**src/rtl/mmd_pkg.sv**
```systemverilog
package mmd_pkg;

    localparam int ADDR_W = 16;
    localparam int PAGE_W = 12;
    localparam int PAGE_BYTES = 1 << PAGE_W;
    localparam int NUM_TGT = 4;

    // Target index doubles as priority rank: lower index wins
    localparam int TGT_REG  = 0;
    localparam int TGT_RAM  = 1;
    localparam int TGT_BOOT = 2;
    localparam int TGT_NV   = 3;

    typedef enum logic [1:0] {
        MODE_SINGLE    = 2'b00,
        MODE_EXPANDED  = 2'b01,
        MODE_BOOTSTRAP = 2'b10,
        MODE_TEST      = 2'b11
    } op_mode_t;

    typedef struct packed {
        logic [3:0] ram_page;
        logic [3:0] reg_page;
    } map_t;

    localparam map_t MAP_RESET = '{ram_page: 4'h0, reg_page: 4'h1};

    function automatic logic is_special(op_mode_t m);
        return m[1];
    endfunction

    function automatic logic nv_relocatable(op_mode_t m);
        return m[0];
    endfunction

endpackage

```
**src/rtl/mmd_map_reg.sv**
```systemverilog
module mmd_map_reg
    import mmd_pkg::*;
#(
    parameter int WINDOW  = 64,
    parameter int MAP_OFS = 12'h03D
) (
    input  logic              clk,
    input  logic              rst,
    input  logic [ADDR_W-1:0] addr_i,
    input  logic              wr_i,
    input  logic              tick_i,
    input  logic              special_i,
    input  logic [7:0]        wdata_i,
    output map_t              map_o
);

    localparam int CNT_W = $clog2(WINDOW + 1);

    logic [CNT_W-1:0] cnt_q;
    logic             used_q;
    map_t             map_q;
    logic             win_open;
    logic             hit;
    logic             load;

    assign win_open = (cnt_q < CNT_W'(WINDOW));
    assign hit      = (addr_i[ADDR_W-1:PAGE_W] == map_q.reg_page) &&
                      (addr_i[PAGE_W-1:0] == PAGE_W'(MAP_OFS));
    assign load     = tick_i && wr_i && hit &&
                      (special_i || (win_open && !used_q));

    always_ff @(posedge clk) begin
        if (rst) begin
            cnt_q  <= '0;
            used_q <= 1'b0;
            map_q  <= MAP_RESET;
        end else begin
            if (tick_i && win_open)
                cnt_q <= cnt_q + 1'b1;
            if (load) begin
                map_q  <= map_t'(wdata_i);
                used_q <= 1'b1;
            end
        end
    end

    assign map_o = map_q;

    // once used, a normal-mode cycle leaves the mapping untouched
    a_r3_single_write: assert property (@(posedge clk) disable iff (rst)
        (used_q && !special_i) |=> $stable(map_q));

    // window closed in a normal mode, mapping frozen
    a_r4_window_closed: assert property (@(posedge clk) disable iff (rst)
        (!win_open && !special_i) |=> $stable(map_q));

    // counter saturates at the window length
    a_r4_cnt_bound: assert property (@(posedge clk) disable iff (rst)
        cnt_q <= CNT_W'(WINDOW));

endmodule

```
**src/rtl/mmd_region_hits.sv**
```systemverilog
module mmd_region_hits
    import mmd_pkg::*;
#(
    parameter int RAM_BYTES  = 1024,
    parameter int REG_BYTES  = 96,
    parameter int NV_BYTES   = 512,
    parameter int BOOT_BASE  = 16'hBF00,
    parameter int BOOT_BYTES = 256
) (
    input  logic [ADDR_W-1:0]  addr_i,
    input  op_mode_t           mode_i,
    input  logic               boot_en_i,
    input  logic [3:0]         nv_page_i,
    input  logic               nv_en_i,
    input  map_t               map_i,
    output logic [NUM_TGT-1:0] hits_o
);

    localparam int NV_START  = PAGE_BYTES - NV_BYTES;
    localparam int BOOT_LAST = BOOT_BASE + BOOT_BYTES - 1;

    logic [3:0]        page;
    logic [PAGE_W-1:0] ofs;
    logic [3:0]        nv_page_eff;

    assign page        = addr_i[ADDR_W-1:PAGE_W];
    assign ofs         = addr_i[PAGE_W-1:0];
    assign nv_page_eff = nv_relocatable(mode_i) ? nv_page_i : 4'hF;

    always_comb begin
        hits_o           = '0;
        hits_o[TGT_REG]  = (page == map_i.reg_page) && (ofs < PAGE_W'(REG_BYTES));
        hits_o[TGT_RAM]  = (page == map_i.ram_page) && (ofs < PAGE_W'(RAM_BYTES));
        hits_o[TGT_BOOT] = is_special(mode_i) && boot_en_i &&
                           ({1'b0, addr_i} >= 17'(BOOT_BASE)) &&
                           ({1'b0, addr_i} <= 17'(BOOT_LAST));
        hits_o[TGT_NV]   = nv_en_i && (page == nv_page_eff) &&
                           (ofs >= PAGE_W'(NV_START));
    end

endmodule

```
**src/rtl/mmd_priority.sv**
```systemverilog
module mmd_priority #(
    parameter int N = 4
) (
    input  logic [N-1:0] req_i,
    output logic [N-1:0] grant_o,
    output logic         none_o
);

    for (genvar i = 0; i < N; i++) begin : g_rank
        if (i == 0) begin : g_top
            assign grant_o[i] = req_i[i];
        end else begin : g_lower
            assign grant_o[i] = req_i[i] && !(|req_i[i-1:0]);
        end
    end

    assign none_o = !(|req_i);

endmodule

```
**src/rtl/mem_map_decoder.sv**
```systemverilog
module mem_map_decoder
    import mmd_pkg::*;
#(
    parameter int RAM_BYTES  = 1024,
    parameter int REG_BYTES  = 96,
    parameter int NV_BYTES   = 512,
    parameter int BOOT_BASE  = 16'hBF00,
    parameter int BOOT_BYTES = 256,
    parameter int WINDOW     = 64,
    parameter int MAP_OFS    = 12'h03D
) (
    input  logic        clk,
    input  logic        rst,
    input  logic [15:0] addr_i,
    input  logic        wr_i,
    input  logic        bus_tick_i,
    input  logic [7:0]  wdata_i,
    input  logic [1:0]  mode_i,
    input  logic        boot_en_i,
    input  logic [3:0]  nv_page_i,
    input  logic        nv_en_i,
    output logic        sel_reg_o,
    output logic        sel_ram_o,
    output logic        sel_boot_o,
    output logic        sel_nv_o,
    output logic        ext_o
);

    op_mode_t           mode;
    map_t               map;
    logic [NUM_TGT-1:0] hits;
    logic [NUM_TGT-1:0] grant;

    assign mode = op_mode_t'(mode_i);

    mmd_map_reg #(.WINDOW(WINDOW), .MAP_OFS(MAP_OFS)) u_map (
        .clk       (clk),
        .rst       (rst),
        .addr_i    (addr_i),
        .wr_i      (wr_i),
        .tick_i    (bus_tick_i),
        .special_i (is_special(mode)),
        .wdata_i   (wdata_i),
        .map_o     (map)
    );

    mmd_region_hits #(
        .RAM_BYTES (RAM_BYTES),
        .REG_BYTES (REG_BYTES),
        .NV_BYTES  (NV_BYTES),
        .BOOT_BASE (BOOT_BASE),
        .BOOT_BYTES(BOOT_BYTES)
    ) u_hits (
        .addr_i    (addr_i),
        .mode_i    (mode),
        .boot_en_i (boot_en_i),
        .nv_page_i (nv_page_i),
        .nv_en_i   (nv_en_i),
        .map_i     (map),
        .hits_o    (hits)
    );

    mmd_priority #(.N(NUM_TGT)) u_prio (
        .req_i   (hits),
        .grant_o (grant),
        .none_o  (ext_o)
    );

    assign sel_reg_o  = grant[TGT_REG];
    assign sel_ram_o  = grant[TGT_RAM];
    assign sel_boot_o = grant[TGT_BOOT];
    assign sel_nv_o   = grant[TGT_NV];

    // selects are mutually exclusive
    a_r10_onehot: assert property (@(posedge clk) disable iff (rst)
        $onehot0({sel_reg_o, sel_ram_o, sel_boot_o, sel_nv_o}));

    // external flag only when no region claimed the address
    a_r10_ext_none: assert property (@(posedge clk) disable iff (rst)
        ext_o |-> (hits == '0));

    // a register hit is never shadowed
    a_r6_reg_wins: assert property (@(posedge clk) disable iff (rst)
        hits[TGT_REG] |-> sel_reg_o);

    // boot ROM selected only when gated on in a special mode
    a_r7_boot_gate: assert property (@(posedge clk) disable iff (rst)
        sel_boot_o |-> (boot_en_i && mode_i[1]));

endmodule

```
**config.mk**
```make
export PLATFORM = sky130hd
export DESIGN_NAME = mem_map_decoder
export DESIGN_NICKNAME = d
export VERILOG_FILES = /design/src/rtl/mmd_pkg.sv /design/src/rtl/mmd_map_reg.sv /design/src/rtl/mmd_region_hits.sv /design/src/rtl/mmd_priority.sv /design/src/rtl/mem_map_decoder.sv
export SDC_FILE = /design/constraint.sdc
export NUM_CORES = 1
export LEC_CHECK = 0
export ABC_AREA = 1
export BUFFER_PORTS_ARGS = -buffer_cell sky130_fd_sc_hd__buf_2
export CORE_ASPECT_RATIO = 1.1
export CORE_UTILIZATION = 45
export CTS_CLUSTER_SIZE = 10
export DETAILED_ROUTE_END_ITERATION = 10
export GPL_ROUTABILITY_DRIVEN = 0
export PLACE_DENSITY = 0.81
export SLEW_MARGIN = 5
export SYNTH_ARGS = -nofsm -noshare
export SYNTH_HDL_FRONTEND = slang
export SYNTH_HIERARCHICAL = 1
export SYNTH_SLANG_ARGS = --single-unit
```
**constraint.sdc**
```tcl
create_clock -name clk -period 1.25 [get_ports clk]
set_clock_uncertainty 0.05 [all_clocks]
set_input_delay 0.125 -clock clk [delete_from_list [all_inputs] [get_ports clk]]
set_output_delay 0.125 -clock clk [all_outputs]
set_load 0.02 [all_outputs]
```
==> results.sh, run 1 <==
export IMPL_maxCapViolCount=0
export IMPL_intPower_w=0.000803
export IMPL_cts_buffer_depth=2
export IMPL_h_tree_depth=1
export IMPL_ant_nets=0
export IMPL_dpl_hpwl_mm=2.40
export IMPL_finalCriticalPeriod_ns=1.60
export IMPL_n_antenna_cell=0
export IMPL_setup_tns_final_ns=-1.96
export IMPL_placed_area_um2=1580
export IMPL_syn_num_nets=256
export IMPL_io_buffers=40
export IMPL_max_freq_mhz=626
export IMPL_core_um2=2570
export IMPL_peakVddDrop_mv=0.613
export IMPL_synth_warnings=6
export IMPL_seqCellArea_um2=338
export IMPL_powerDensity_nw_per_um2=599
export IMPL_path_class="flop to output port"
export IMPL_viasPerCell=4.91
export IMPL_fin_cells=317
export IMPL_post_route_util_pct=71.9
export IMPL_rows=19
export IMPL_synth_edf_count=0
export IMPL_end_kind="output port"
export IMPL_fin_nets=324
export IMPL_finalHoldViolCount=0
export IMPL_leakage_nw=0.944
export IMPL_wl_per_cell_um=11.3
export IMPL_multi_input_area_um2=855
export IMPL_clock_sinks=16
export IMPL_dieArea_um2=2980
export IMPL_ys_flop_type="dfxtp_1"
export IMPL_p_seq_share_pct=46.7
export IMPL_die_x_um=52.1
export IMPL_rsz0062_at_grt="true"
export IMPL_status="complete, but fails checks"
export IMPL_r2r_slack_ns=-0.11
export IMPL_drt_iter0_drc=47
export IMPL_fin_ws_ns=-0.346
export IMPL_critPathRequiredTime_ns=1.08
export IMPL_ys_seq_area_share_pct=25.8
export IMPL_cts_root_buf="clkbuf_4"
export IMPL_async_flop_share_pct=0
export IMPL_grt_usage_pct=23.7
export IMPL_p_switching_w=0.000303
export IMPL_netlist_instances=219
export IMPL_setup_violations_final=15
export IMPL_yosysUniqueCellTypes=24
export IMPL_cp_max_fo=3
export IMPL_drtPass1Iterations=4
export IMPL_first_global_vias=1354
export IMPL_final_area_um2=1850
export IMPL_nFillCells=214
export IMPL_vias=1555
export IMPL_period_share_pct=128
export IMPL_numCtsBuffers=3
export IMPL_area_delta_synth_final_pct=48.4
export IMPL_violations="setup timing"
export IMPL_netlist_area_um2=1240
export IMPL_grt_max_degree=13
export IMPL_cts_tree="done"
export IMPL_switching_share_pct=27.4
export IMPL_antenna_found_initial=0
export IMPL_wirelength_mm=3.59
export IMPL_min_path_type="input port to flop"
export IMPL_comb_power_share_pct=22.8
export IMPL_route_detailed_drc=0
export IMPL_ioPinCount=41
export IMPL_grt_overflow=0
export IMPL_fp_dieH_um=57.1
export IMPL_clk_latency_ns=0.29
export IMPL_avgSynthCellArea_um2=5.68
export IMPL_crit_arrival_ns=1.42
export IMPL_drv_slew=0
export IMPL_grt_pass1_wl_mm=5.34
export IMPL_clk_pin_slew_worst_paths_ns=0.09
export IMPL_dpl_cell_count=302
export IMPL_p_clk_share_pct=30.4
export IMPL_drive_gt1_share_pct=42.3
export IMPL_relSlewSlack_pct=84.8
export IMPL_start_util_pct=48.4
export IMPL_tightestPinTransition_ns=0.226
export IMPL_cp_start_kind="flop"
export IMPL_synth_seq_cells=16
[critical path, stage by stage, from the launching register on]
cell     delay [ns]
dfxtp_2        0.35
buf_4          0.13
o21ai_2        0.13
nor2_2         0.07
nor2_1         0.11
nand2_1        0.08
nor2_1         0.11
buf_4          0.15
[sequential cells by signal (all words and copies together), names as in the netlist]
register and flops:
u_map/map_o 8, u_map/cnt_q 7, u_map/used_q 1
[synthesized netlist by cell type (4+ instances only)]
cell type  instances  share of area, %
dfxtp_1           16                26
inv_1             35                11
nor2_2             4               2.0
inv_2              6               1.8
nor2_1            45                14
nand3_1           10               4.0
nor3_1             6               2.4
nand4_1           11               5.5
nand2_1           58                18
o21ai_0            5               2.0
o21ai_1            4               1.6
[path summary, 6_finish.rpt]
kind,start,end,cells after the start
setup reg to reg,u_map/map_o[1],u_map/map_o[4],9
setup / recovery,u_map/map_o[7],ext_o,7
hold / removal,wdata_i[2],u_map/map_o[2],5
hold reg to reg,u_map/cnt_q[0],u_map/cnt_q[0],2
[repair_timing]
item | 4_1_cts | 5_1_grt
pin swaps | 22 | 12
cloned | 1 | 0
endpoints found under the setup margin | 14 | 16
resized for setup | 31 | 27
endpoints found under the hold margin | 5 | 0
hold buffers | 2 | 0
buffers inserted | 4 | 5
[layout make-up]
| type | instances | area share [%] |
|---|---|---|
| Sequential cell | 16 | 18.3 |
| Multi-Input combinational cell | 161 | 46.3 |
| Tap cell | 31 | 2.10 |
| Clock buffer | 4 | 1.97 |
| Inverter | 41 | 8.54 |
| Timing Repair Buffer | 64 | 22.8 |
[power groups by stage]
stage          Combinational [W]  Clock (W)  Sequential [W]
2_1_floorplan           0.000110          0        0.000532
3_3_place_gp            0.000221          0        0.000532
3_5_place_dp            0.000225          0        0.000532
4_1_cts                 0.000237   0.000349        0.000518
5_1_grt                 0.000281   0.000369        0.000519
6_report                0.000253   0.000337        0.000517
[cells in the final DEF, fill, tap and decap left out]
cell           instances
nand2_1               52
nor2_1                38
buf_2                 35
inv_1                 29
buf_4                 21
nand4_1               11
inv_2                 11
nand3_1                9
nor2_2                 9
dfxtp_2                8
buf_6                  6
nand2_2                6
dfxtp_1                6
nor2_4                 5
nor3_1                 5
o21ai_1                5
clkbuf_4               3
o21ai_2                3
dlygate4sd3_1          2
nand3_2                2
nor3_2                 2
a21oi_1                2
nand2_4                2
dfxtp_4                2
clkbuf_8               1
xnor2_2                1
or2_0                  1
xnor2_1                1
nor3b_2                1
nor4_1                 1
clkinvlp_4             1
o21ai_0                1
o21bai_2               1
nand3_4                1
nand3b_1               1
ha_1                   1
[stage by stage]
stage | setup WS (ns) | power [W] | hold slack, ns
final | -0.346 | 0.00111 | 0.104
after detailed placement | -0.0679 | 0.000757 | 0.302
after global routing | -0.420 | 0.00117 | 0.137
after global placement | -0.0259 | 0.000753 | 0.285
after CTS | -0.321 | 0.00110 | 0.114
after floorplan | -0.0238 | 0.000641 | 0.147
[per-layer routing]
| layer | GRT usage, % | part of all wire [%] | vias up |
|---|---|---|---|
| met1 | 27.1 | 42 | 660 |
| met5 | 0 | 0 | - |
| met3 | 2.67 | 5.5 | 17 |
| met4 | 10.4 | 4.0 | 0 |
| met2 | 42.9 | 49 | 62 |
| li1 | - | - | 816 |
[cell families after synthesis]
kind of cell,after synthesis,share of synthesized area (%)
and+or+nand+nor,145,52.9
buffers and inverters,43,13.6
DFF,16,25.8
AOI/OAI and AO/OA,12,5.33
xor gates and xnor gates,2,1.41
adders and majority gates,1,1.01
No activity file was read; power rests on OpenSTA's default activity.
==> run 2, diff against run 1 <==
==> constraint.sdc (replaced) <==
create_clock -name clk -period 1.4 [get_ports clk]
set_clock_uncertainty 0.05 [all_clocks]
set_input_delay 0.14 -clock clk [delete_from_list [all_inputs] [get_ports clk]]
set_output_delay 0.14 -clock clk [all_outputs]
set_load 0.02 [all_outputs]
==> run 2 against run 1 <==
The run still ends with setup timing left. Clock power fell by 12%. Hold slack got worse by 0.096 ns. Non-clock buffer count fell by 18. Via count fell by 6.9%. Critical endpoint unchanged. Highest routed layer unchanged. Die area did not move. Critical path type unchanged.
==> results.sh, run 2 (synthesis results as in run 1) <==
export IMPL_status="complete, but fails checks"
export IMPL_violations="setup timing"
export IMPL_ioPinCount=41
export IMPL_first_global_vias=1179
export IMPL_largest_register_ffs=8
export IMPL_setup_tns_final_ns=-0.868
export IMPL_final_area_um2=1610
export IMPL_n_antenna_cell=0
export IMPL_io_buffers=40
export IMPL_end_kind="output port"
export IMPL_vias=1448
export IMPL_placed_area_um2=1480
export IMPL_numCtsBuffers=3
export IMPL_drv_slew=0
export IMPL_rows=19
export IMPL_worstRegToRegCells=9
export IMPL_powerDensity_nw_per_um2=589
export IMPL_grt_overflow=0
export IMPL_wirelength_mm=2.90
export IMPL_drive_gt1_share_pct=31.7
export IMPL_h_tree_depth=1
export IMPL_antenna_found_initial=0
export IMPL_fin_ws_ns=-0.167
export IMPL_viasPerCell=4.84
export IMPL_max_freq_mhz=638
export IMPL_route_detailed_drc=0
export IMPL_cp_max_fo=4
export IMPL_r2r_end="u_map/map_o[2]"
export IMPL_min_path_type="input port to flop"
export IMPL_clk_latency_ns=0.27
export IMPL_critPathRequiredTime_ns=1.21
export IMPL_path_class="flop to output port"
export IMPL_grt_pass1_wl_mm=4.49
export IMPL_relSlewSlack_pct=76.6
export IMPL_hp_start="wdata_i[0]"
export IMPL_cp_start_kind="flop"
export IMPL_core_um2=2570
export IMPL_grt_max_degree=13
export IMPL_wl_per_cell_um=9.69
export IMPL_clock_sinks=16
export IMPL_drtPass1Iterations=5
export IMPL_final_common_cell="nand2_1"
export IMPL_post_route_util_pct=62.7
export IMPL_period_share_pct=112
export IMPL_r2r_slack_ns=-0.09
export IMPL_area_delta_synth_final_pct=29.4
export IMPL_fin_nets=306
export IMPL_peakVddDrop_mv=0.577
export IMPL_r2r_start="u_map/map_o[1]"
export IMPL_tightestPinTransition_ns=0.350
export IMPL_dpl_hpwl_mm=2.23
export IMPL_dieArea_um2=2980
export IMPL_grt_usage_pct=19.8
export IMPL_clk_pin_slew_worst_paths_ns=0.09
export IMPL_startpoint="u_map/map_o[0]"
export IMPL_dpl_cell_count=289
export IMPL_worstSetupEndpoint="ext_o"
export IMPL_setup_violations_final=13
export IMPL_cts_buffer_depth=2
export IMPL_start_util_pct=48.4
export IMPL_die_x_um=52.1
export IMPL_cts_root_buf="clkbuf_4"
export IMPL_maxCapViolCount=0
export IMPL_leakage_nw=0.823
export IMPL_drt_iter0_drc=49
export IMPL_final_cell_mix="nand2_1 (56), nor2_1 (40), buf_2 (37)"
export IMPL_fin_cells=299
export IMPL_finalCriticalPeriod_ns=1.57
export IMPL_rsz0062_at_grt="true"
export IMPL_crit_arrival_ns=1.38
export IMPL_ant_nets=0
export IMPL_pre_cts_ws_ns=0.0553
export IMPL_cts_tree="done"
export IMPL_finalHoldViolCount=0
export IMPL_fp_dieH_um=57.1
-- run 2: stage by stage --
step / total power [W] / hold WS (ns)
after global routing: 0.00100 / 0.00599
after CTS: 0.000956 / 0.00341
after detailed placement: 0.000656 / 0.294
after floorplan: 0.000573 / 0.162
final: 0.000948 / 0.00739
after global placement: 0.000655 / 0.295
-- run 2: what timing repair did --
item                                    in CTS  in global routing
resized for setup                           16                  8
setup buffers                                4                  1
cloned                                       0                  1
endpoints found under the setup margin       5                 14
pin swaps                                    2                 22
hold buffers                                 0                  0
-- run 2: worst max-delay path: stages (launching register included) --
cell     delay (ns)
dfxtp_2        0.34
nand2_1        0.07
o21ai_1        0.06
nor2_1         0.09
nand2_1        0.06
nor2_2         0.16
nor2_1         0.06
nand2_1        0.08
nor2_1         0.04
buf_4          0.15
-- run 2: worst min path at each step --
stage / end / slack (ns) / cells after the start
after global routing: u_map/map_o[0] / 0.006 / 3
after detailed placement: u_map/map_o[0] / 0.29 / 3
final: u_map/map_o[0] / 0.007 / 3
after global placement: u_map/map_o[0] / 0.29 / 3
after CTS: u_map/map_o[0] / 0.003 / 3
after floorplan: u_map/cnt_q[6] / 0.16 / 1
-- run 2: layer usage --
metal / GRT usage [%] / up-vias / wire length (um)
li1: - / 775 / -
met2: 35.2 / 52 / 1360
met3: 1.87 / 4 / 167
met1: 23.4 / 617 / 1330
met5: 0 / - / 0
met4: 9.27 / 0 / 37
-- run 2: final cells by class --
cell class              instances  area, um2
clock buffers                   4       36.3
multi-input cells             161        798
inverters                      41        154
well taps                      31       38.8
fillers                       264        958
repair buffers                 46        253
flip-flops and latches         16        329
-- run 2: power breakdown --
part	switching, W	leakage [nW]	internal [W]
Sequential	0.00000456	0.132	0.000460
Combinational	0.000110	0.670	0.0000780
Clock	0.000137	0.0210	0.000158
Total	0.000251	0.823	0.000696
==> run 3, diff against run 2 <==
--- a/config.mk
+++ b/config.mk
@@ -7,12 +7,14 @@
 export LEC_CHECK = 0
 export ABC_AREA = 1
 export BUFFER_PORTS_ARGS = -buffer_cell sky130_fd_sc_hd__buf_2
+export CELL_PAD_IN_SITES_DETAIL_PLACEMENT = 0
+export CELL_PAD_IN_SITES_GLOBAL_PLACEMENT = 1
 export CORE_ASPECT_RATIO = 1.1
-export CORE_UTILIZATION = 45
+export CORE_UTILIZATION = 29
 export CTS_CLUSTER_SIZE = 10
 export DETAILED_ROUTE_END_ITERATION = 10
 export GPL_ROUTABILITY_DRIVEN = 0
-export PLACE_DENSITY = 0.81
+export PLACE_DENSITY = 0.8
 export SLEW_MARGIN = 5
 export SYNTH_ARGS = -nofsm -noshare
 export SYNTH_HDL_FRONTEND = slang
==> run 3 against run 2 <==
Fmax grew 2.3%. Setup slack improved by 0.035 ns. Non-clock buffer count is 1 lower. Count of clock-buffer cells in the layout did not move. The run still ends with setup timing left. Final cell count grew 6.7%. First-iteration DRC count is 43% higher.
==> results.sh, run 3 (synthesis results as in run 1) <==
export IMPL_status="complete, but fails checks"
export IMPL_violations="setup timing"
export IMPL_final_cell_mix="nand2_1 (56), nor2_1 (42), buf_2 (36)"
export IMPL_power_total_w=0.00106
export IMPL_first_global_vias=1250
export IMPL_fin_nets=305
export IMPL_grt_overflow=0
export IMPL_rows=24
export IMPL_tightestPinTransition_ns=0.360
export IMPL_nFillCells=466
export IMPL_holdBufCountCts=0
export IMPL_cts_root_buf="clkbuf_8"
export IMPL_pre_cts_ws_ns=0.00976
export IMPL_cp_start_kind="flop"
export IMPL_fin_ws_ns=-0.132
export IMPL_route_detailed_drc=0
export IMPL_whs_path_depth=3
export IMPL_drtPass1Iterations=4
export IMPL_critPathRequiredTime_ns=1.21
export IMPL_whs_ns=0.0547
export IMPL_numCtsBuffers=3
export IMPL_drive_gt1_share_pct=32.2
export IMPL_fp_dieH_um=70.7
export IMPL_largest_register_ffs=8
export IMPL_worstPathCellList="or2_0 -> nand3_1 -> nor2_2 -> nor2_1 -> nand2_1 -> nor2_1 -> buf_4"
export IMPL_post_route_util_pct=42.1
export IMPL_clk_pin_slew_worst_paths_ns=0.06
export IMPL_area_delta_synth_final_pct=36.2
export IMPL_core_um2=4020
export IMPL_vias=1408
export IMPL_dieArea_um2=4550
export IMPL_rsz0062_at_grt="true"
export IMPL_end_kind="output port"
export IMPL_clk_latency_ns=0.24
export IMPL_leakage_nw=0.838
export IMPL_cp_depth=7
export IMPL_finalHoldViolCount=0
export IMPL_ant_nets=0
export IMPL_min_path_type="input port to flop"
export IMPL_r2r_slack_ns=0.09
export IMPL_grt_usage_pct=13.9
export IMPL_critPathMaxStageDelay_ns=0.35
export IMPL_antenna_found_initial=0
export IMPL_die_x_um=64.4
export IMPL_dpl_hpwl_mm=2.52
export IMPL_finalCriticalPeriod_ns=1.53
export IMPL_drt_iter0_drc=70
export IMPL_critPathTopFamily="simple AND/OR/NAND/NOR gates"
export IMPL_cp_max_fo=4
export IMPL_n_antenna_cell=0
export IMPL_final_common_cell="nand2_1"
export IMPL_cp_common_cell="nor2_1"
export IMPL_drv_slew=0
export IMPL_fin_cells=319
export IMPL_max_freq_mhz=653
export IMPL_slowest_stage="dfxtp_4"
export IMPL_crit_arrival_ns=1.34
export IMPL_h_tree_depth=1
export IMPL_path_class="flop to output port"
export IMPL_clock_sinks=16
export IMPL_wl_per_cell_um=9.86
export IMPL_maxCapViolCount=0
export IMPL_start_util_pct=30.9
export IMPL_setup_violations_final=5
export IMPL_dpl_cell_count=310
export IMPL_cts_buffer_depth=2
export IMPL_grt_max_degree=13
export IMPL_powerDensity_nw_per_um2=623
export IMPL_worstRegToRegCells=8
export IMPL_peakVddDrop_mv=0.482
export IMPL_cts_tree="done"
export IMPL_grt_pass1_wl_mm=5.11
export IMPL_period_share_pct=109
export IMPL_io_buffers=40
export IMPL_ioPinCount=41
export IMPL_wirelength_mm=3.15
export IMPL_viasPerCell=4.41
export IMPL_worstPathBufferInverterCount=1
export IMPL_relSlewSlack_pct=76.0
-- run 3: layout make-up --
cell class	instances	area, um2	share of cell area [%]
Tap cell	52	65.1	3.84
Sequential cell	16	335	19.8
Inverter	41	154	9.08
Clock buffer	4	55.1	3.25
Multi-Input combinational cell	161	830	49.0
Timing Repair Buffer	45	255	15.1
-- run 3: path summary, 6_finish.rpt --
kind,startpoint,endpoint
worst max register to register,u_map/map_o[0],u_map/map_o[3]
worst max-delay path,u_map/map_o[0],ext_o
worst min-delay path,wdata_i[0],u_map/map_o[0]
worst min register to register,u_map/map_o[5],u_map/map_o[5]
-- run 3: routing by layer --
layer / vias up / wire length, um / track usage [%]
met3: 2 / 163 / 1.77
met2: 31 / 1540 / 24.9
met1: 603 / 1440 / 17.7
li1: 772 / - / -
met5: - / 0 / 0
met4: 0 / 6 / 2.96
-- run 3: per-stage QoR --
stage          TNS [ns]  instance area, um2
2_1_floorplan         0                1240
3_3_place_gp          0                1500
3_5_place_dp          0                1500
4_1_cts          -0.466                1610
5_1_grt          -0.962                1690
6_report         -0.363                1690
-- run 3: where the power goes --
part	internal [W]	switching, W
Sequential	0.000455	0.00000497
Combinational	0.0000800	0.000116
Clock	0.000249	0.000151
Total	0.000784	0.000271
-- run 3: timing repair --
item | in CTS | in global routing
gates cloned | 0 | 1
endpoints found under the setup margin | 5 | 14
buffers inserted | 3 | 1
gates resized for setup | 16 | 18
endpoints found under the hold margin | 0 | 0
pin swaps | 9 | 15
-- run 3: tightest hold or removal path, delay by kind of cell --
family        cells  cell delay, ns
simple gates      2            0.10
buf+inv           1            0.09
